<file path="src/rtl/hostctl_reg.sv">
module hostctl_reg #(
  parameter logic [15:0] REV_ID = 16'h5A21
) (
  input  logic        clk,
  input  logic        rst_n,
  input  logic        reg_we,
  input  logic [31:0] reg_wdata,
  output logic [31:0] reg_rdata,
  input  logic        evt_i,
  input  logic        clr_i,
  output logic        irq_n,
  output logic        aux_we_a,
  output logic        aux_we_b,
  output logic [15:0] opt_en,
  input  logic [31:0] swp_din,
  output logic [31:0] swp_dout
);
  logic [15:1] ctl_q;
  logic        pend_q, shown_q, pin_q;
  logic        shown_d;
  logic [31:0] bsw;

  // presented state survives the output mask once shown
  assign shown_d = pend_q & (shown_q | ~ctl_q[1]);

  always_ff @(posedge clk) begin
    if (!rst_n) begin
      ctl_q   <= '0;
      pend_q  <= 1'b0;
      shown_q <= 1'b0;
      pin_q   <= 1'b0;
    end else begin
      if (reg_we) ctl_q <= reg_wdata[15:1];
      pend_q  <= ~clr_i & (pend_q | evt_i);
      shown_q <= shown_d;
      pin_q   <= shown_d & ~ctl_q[8];
    end
  end

  assign irq_n     = ~pin_q;
  assign opt_en    = {ctl_q, 1'b0};
  assign reg_rdata = {REV_ID, ctl_q, 1'b0};
  assign aux_we_a  = ctl_q[4];
  assign aux_we_b  = ctl_q[5];

  assign bsw      = ctl_q[2] ? {swp_din[7:0], swp_din[15:8], swp_din[23:16], swp_din[31:24]} : swp_din;
  assign swp_dout = ctl_q[3] ? {bsw[15:0], bsw[31:16]} : bsw;
endmodule


</file>
<file path="config.mk">
export PLATFORM = sky130hd
export DESIGN_NAME = hostctl_reg
export DESIGN_NICKNAME = d
export VERILOG_FILES = /design/src/rtl/hostctl_reg.sv
export SDC_FILE = /design/constraint.sdc
export NUM_CORES = 1
export LEC_CHECK = 0
export ABC_AREA = 1
export CORE_ASPECT_RATIO = 0.75
export CORE_UTILIZATION = 30
export CTS_CLUSTER_SIZE = 8
export DETAILED_ROUTE_END_ITERATION = 7
export PLACE_DENSITY_LB_ADDON = 0.3
export SYNTH_ARGS = -nofsm -noshare
export SYNTH_HDL_FRONTEND = slang
export SYNTH_SLANG_ARGS = --single-unit
</file>
<file path="constraint.sdc">
create_clock -name clk -period 0.9 [get_ports clk]
set_input_delay 0.09 -clock clk [delete_from_list [all_inputs] [get_ports clk]]
set_output_delay 0.09 -clock clk [all_outputs]
set_load 0.005 [all_outputs]
</file>
# Word-level counts from Yosys, hierarchy flattened
# Index checks and enable logic that the tools add are counted.
dict set report word_totals {
  register_bits 18
  inputBits 69
  output_inout_bits 83
  wordCells 15
}
dict set report classes {
  mux 2
  bitwise 9
}
# cell n
set op_table {}
lappend op_table {{2-to-1 mux 32 bit} 2}
lappend op_table {{inverter 1 bit} 4}
lappend op_table {{bitwise AND 1 bit} 3}
lappend op_table {{bitwise OR 1 bit} 2}

# Logic depth before layout (Yosys ltp)
dict set report logic_depth {
  ltp_word 4
  depth_mapped 6
  ltp_nobuf 4
}

# Worst setup path after synthesis
# OpenSTA, ideal clock, no wires.
dict set report synth_path {
  path_type {register to output}
  start {register ctl_q[2] (netlist name)}
  end {output swp_dout[16]}
  arrival_time_ps 854
  required_ps 810
  setup_slack_ps -44
  stages_incl_launch_ff 7
  path_buffers 2
  path_cell_list {dfxtp_1 > buf_6 > inv_4 > buf_6 > nand2_2 > nand3_1 > nand2_1}
}
dict set report synth_between {
  elab_chain_len 2
}
# element line_no
set synth_rtl {}
lappend synth_rtl {{from (decl)} 18} ;# logic [15:1] ctl_q;
lappend synth_rtl {{from (signal assigned)} 33} ;# if (reg_we) ctl_q <= reg_wdata[15:1];
lappend synth_rtl {{2-to-1 mux 32 bit} 46} ;# assign bsw = ctl_q[2] ? {swp_din[7:0], swp_din[15:8], swp_din[23:16], swp_din[31:24]} : swp_din;
lappend synth_rtl {{2-to-1 mux 32 bit} 47} ;# assign swp_dout = ctl_q[3] ? {bsw[15:0], bsw[31:16]} : bsw;
lappend synth_rtl {{to (decl)} 16} ;# output logic [31:0] swp_dout
# Every way passes these cells.

# Worst setup path after layout
dict set report layout_path {
  start {register ctl_q[2] (netlist name)}
  end {output swp_dout[21]}
}
# The elaborated chain is that of the path after synthesis.

==> report_table.html <==
<table>
<tr><th>Metric</th><th>Value</th></tr>
<tr><th colspan="2">Synthesis</th></tr>
<tr><td>Async SR Flop Fraction</td><td>0%</td></tr>
<tr><td>EDFF count, synth</td><td>0</td></tr>
<tr><td>Total number of yosys warnings</td><td>0</td></tr>
<tr><td>Most frequent cell after synthesis</td><td>nand2_1</td></tr>
<tr><td>Cell types occupying the most area after synthesis</td><td>dfxtp_1, nand2_1, nand3_1</td></tr>
<tr><td>Portion of synthesized cell area occupied by the leading cell type</td><td>about a fifth</td></tr>
<tr><td>Yosys reg bits</td><td>18</td></tr>
<tr><td>Average cell area after synthesis</td><td>between 5 and 6 um^2</td></tr>
<tr><td>Post-Syn Area</td><td>between 0.0015 and 0.002 mm^2</td></tr>
<tr><td>Gate count of the mapped netlist</td><td>320</td></tr>
<tr><td>Count of cell types in the netlist</td><td>15</td></tr>
<tr><td>Fraction of the yosys area taken by sequential cells</td><td>19.8%</td></tr>
<tr><td>Most numerous cell types in the synthesized netlist</td><td>nand2_1, nand3_1, buf_4, inv_1, nor2_1</td></tr>
<tr><td>Most area-hungry cell type in the Yosys netlist</td><td>dfxtp_1</td></tr>
<tr><td>Predominant post-synthesis flop cell</td><td>dfxtp_1</td></tr>
<tr><th colspan="2">Timing</th></tr>
<tr><td>Worst clock skew on the final layout</td><td>roughly 0.64 ps</td></tr>
<tr><td>Unrepaired setup endpoints after global routing</td><td>yes</td></tr>
<tr><td>Final setup violation count</td><td>36</td></tr>
<tr><td>Fin. max-slew vios</td><td>0</td></tr>
<tr><td>Tmin final</td><td>~1400 ps</td></tr>
<tr><td>Fmax</td><td>735 MHz</td></tr>
<tr><td>Final number of hold-violating endpoints</td><td>0</td></tr>
<tr><td>Worst hold slack across all endpoints</td><td>246 ps</td></tr>
<tr><td>Share of the cycle needed by the critical path after routing</td><td>151%</td></tr>
<tr><td>Fin worst setup slack</td><td>-461 ps</td></tr>
<tr><th colspan="2">Setup path</th></tr>
<tr><td>Critical Path Source Type</td><td>flip-flop</td></tr>
<tr><td>Ordered list of cells on the worst path</td><td>buf_12 &gt; inv_12 &gt; nand2_1 &gt; nand3_2 &gt; nand2_1 &gt; buf_2</td></tr>
<tr><td>Reg-to-reg slack, setup</td><td>approximately 10 ps</td></tr>
<tr><td>Crit Path Category</td><td>flip-flop to output pin</td></tr>
<tr><td>Highest net fanout along the worst path</td><td>16</td></tr>
<tr><td>Stage delay of the slowest cell on the critical path</td><td>360 ps</td></tr>
<tr><td>Dominant delay contributor by cell family on the critical path</td><td>buffers and inverters</td></tr>
<tr><td>Data arrival, critical path</td><td>1270 ps</td></tr>
<tr><td>Number of buffer and inverter instances along the worst setup path</td><td>3</td></tr>
<tr><td>Cell mode on critical path</td><td>nand2_1</td></tr>
<tr><td>Data required time of the worst path</td><td>a little over 800 ps</td></tr>
<tr><td>Crit path max-delay cell type</td><td>dfxtp_4</td></tr>
<tr><td>Worst setup EP type</td><td>output pin</td></tr>
<tr><th colspan="2">Floorplan</th></tr>
<tr><td>Area inside the core boundary</td><td>about 0.0058 mm^2</td></tr>
<tr><td>Die Y</td><td>69.4 um</td></tr>
<tr><td>Width of the chip</td><td>between 90 and 100 um</td></tr>
<tr><td>IO Pins</td><td>152</td></tr>
<tr><td>Starting density of the core</td><td>between 30% and 40%</td></tr>
<tr><td># rows</td><td>24</td></tr>
<tr><td>Total die area</td><td>0.00637 mm^2</td></tr>
<tr><th colspan="2">Outcome</th></tr>
<tr><td>Violated checks</td><td>negative setup slack</td></tr>
<tr><td>Outcome</td><td>complete, but fails checks</td></tr>
<tr><th colspan="2">Clock network</th></tr>
<tr><td>Number of hold-repair buffers added at the cts stage</td><td>0</td></tr>
<tr><td>Root buffer cell</td><td>clkbuf_8</td></tr>
<tr><td>CTS buffer count</td><td>3</td></tr>
<tr><td>Buffer depth of the longest clock path</td><td>2</td></tr>
<tr><td>TritonCTS sink count</td><td>18</td></tr>
<tr><td>Clock latency on the worst-skew pair</td><td>around 250 ps</td></tr>
<tr><td>H-tree depth reported by CTS</td><td>1</td></tr>
<tr><td>Clock-pin slew of the registers on the worst-case setup and hold paths</td><td>70 ps</td></tr>
<tr><td>Clock tree from TritonCTS</td><td>yes</td></tr>
<tr><th colspan="2">Cells and area</th></tr>
<tr><td>Final core utilization</td><td>between 50% and 60%</td></tr>
<tr><td>Fill cells</td><td>568</td></tr>
<tr><td>Net count, final</td><td>499</td></tr>
<tr><td>Non-filler instance count after layout</td><td>between 500 and 600</td></tr>
<tr><td>Synth-to-layout area growth</td><td>82.4%</td></tr>
<tr><td>Fraction of final layout cells sized beyond drive strength 1</td><td>46.9%</td></tr>
<tr><td>Number of antenna repair diodes</td><td>0</td></tr>
<tr><th colspan="2">Hold path</th></tr>
<tr><td>Class of the tightest hold or removal check</td><td>primary input to flip-flop</td></tr>
<tr><th colspan="2">Placement</th></tr>
<tr><td>Half-perimeter wire length of the detailed placement result</td><td>4080 um</td></tr>
<tr><td>Worst-case setup slack after placement</td><td>-549 ps</td></tr>
<tr><td>Number of buffers added on ports</td><td>116</td></tr>
<tr><td>GPL Wtd Cong</td><td>0.742</td></tr>
<tr><td>Number of cells after detailed placement</td><td>491</td></tr>
<tr><th colspan="2">Job</th></tr>
<tr><td>Max Cap Violations</td><td>0</td></tr>
<tr><th colspan="2">Drt</th></tr>
<tr><td>Iteration-0 DRC count of the detailed router</td><td>94</td></tr>
<tr><td>Wire per inst</td><td>12.2 um</td></tr>
<tr><td>Count of antenna-violating nets left after detailed routing</td><td>0</td></tr>
<tr><td>Drt via density</td><td>4.63</td></tr>
<tr><td>Number of remaining DRC errors</td><td>0</td></tr>
<tr><td>Final routed wirelength across all metal layers</td><td>between 6000 and 7000 um</td></tr>
<tr><td>First-pass detailed-route iteration total</td><td>4</td></tr>
<tr><td>Detailed-route via count</td><td>2349</td></tr>
<tr><th colspan="2">Power</th></tr>
<tr><td>Maximum vdd drop</td><td>0.461 mV</td></tr>
<tr><td>Power density over the cells</td><td>966 mW/mm^2</td></tr>
<tr><td>Register share of total power</td><td>28.0%</td></tr>
<tr><td>Leakage dissipation</td><td>about 1.8 nW</td></tr>
<tr><td>Proportion of power drawn by combinational gates</td><td>51.6%</td></tr>
<tr><td>Cell-internal power</td><td>around 0.0021 W</td></tr>
<tr><td>NetSw</td><td>0.00112 W</td></tr>
<tr><td>Clock power share</td><td>20.4%</td></tr>
<tr><td>Switching Share</td><td>34.8%</td></tr>
<tr><th colspan="2">GRT</th></tr>
<tr><td>Largest net degree at the start of global routing</td><td>23</td></tr>
<tr><td>GRT overflow</td><td>0</td></tr>
<tr><td>First-pass GRT wire length</td><td>about 9800 um</td></tr>
<tr><td>Total routing resource utilization after global routing</td><td>18.6%</td></tr>
<tr><td>Number of antenna violations at the first check in global routing</td><td>0</td></tr>
<tr><td>Number of global-route vias before repair</td><td>about 2.2k</td></tr>
</table>
## area by class of cell
class,instances,area (um^2),area share (%)
flip-flops and latches,18,385,11.6
multi-input cells,229,1370,41.5
well taps,78,97.6,2.95
repair inverters,1,16.3,0.491
repair buffers,140,1230,37.1
clock buffers,4,55.1,1.66
inverters,37,154,4.65
## registers in the layout (all words and copies together), names as in the netlist
register and cells:
pin_q 1, pend_q 1, ctl_q 15, shown_q 1
## worst min-delay path, delay by kind of cell
family	cells	cell delay (ps)
simple gates	1	40
compound gates	1	150
buf+inv	1	190
## power groups by stage
stage | combinational, W | sequential, W | clock [W]
2_1_floorplan | 0.000749 | 0.000905 | 0
3_3_place_gp | 0.00150 | 0.000910 | 0
3_5_place_dp | 0.00152 | 0.000912 | 0
4_1_cts | 0.00158 | 0.000896 | 0.000684
5_1_grt | 0.00180 | 0.000904 | 0.000721
6_report | 0.00165 | 0.000896 | 0.000652
## stage by stage
stage | cell area [um^2] | TNS (ps) | power, W
2_1_floorplan | 1890 | -86.2 | 0.00165
3_3_place_gp | 2900 | -20860 | 0.00241
3_5_place_dp | 2900 | -21700 | 0.00243
4_1_cts | 3230 | -16250 | 0.00316
5_1_grt | 3310 | -15990 | 0.00342
6_report | 3310 | -14110 | 0.00320
## routing by layer
layer,part of all wire [%],vias up,track usage [%]
li1,-,1163,-
met1,44,1074,23.8
met2,48,98,32.0
met3,5.8,14,3.18
met4,1.9,0,5.38
met5,0,-,0
## cell usage in the layout (no fill, tap or decap), types with 6 or more instances in the layout
cell type        instances
nand2_2                 32
nand3_1                 29
nand3_2                 35
clkbuf_2                17
o21ai_0                 14
clkdlybuf4s50_1         50
inv_1                   34
nand2_1                 44
buf_6                   15
dfxtp_2                 14
buf_12                   6
nand2_4                 21
buf_4                    8
nor2_1                  33
conb_1                  18
buf_2                   40
## cell families (layout without fill, tap and decap cells)
group | Yosys count | after routing | synth area share, %
AO/OA/AOI/OAI | 16 | 16 | 4.41
AND/OR/NAND/NOR | 195 | 195 | 46.2
flip-flops | 18 | 18 | 19.8
buffers and inverters | 89 | 182 | 29.2
other | 2 | 18 | 0.414
## worst paths after layout
| check | startpoint | end | cells after the start |
|---|---|---|---|
| setup / recovery | ctl_q[2] | swp_dout[21] | 6 |
| hold / removal | reg_we | ctl_q[3] | 3 |
| setup reg to reg | ctl_q[2] | ctl_q[2] | 4 |
| hold reg to reg | shown_q | shown_q | 2 |
## repair_timing
item | CTS | global route
cloned | 5 | 0
setup endpoints to repair | 65 | 70
gates resized for setup | 311 | 80
pin swaps | 33 | 24
buffers inserted | 11 | 0
Note: power is estimated with default switching activity, not from simulation.
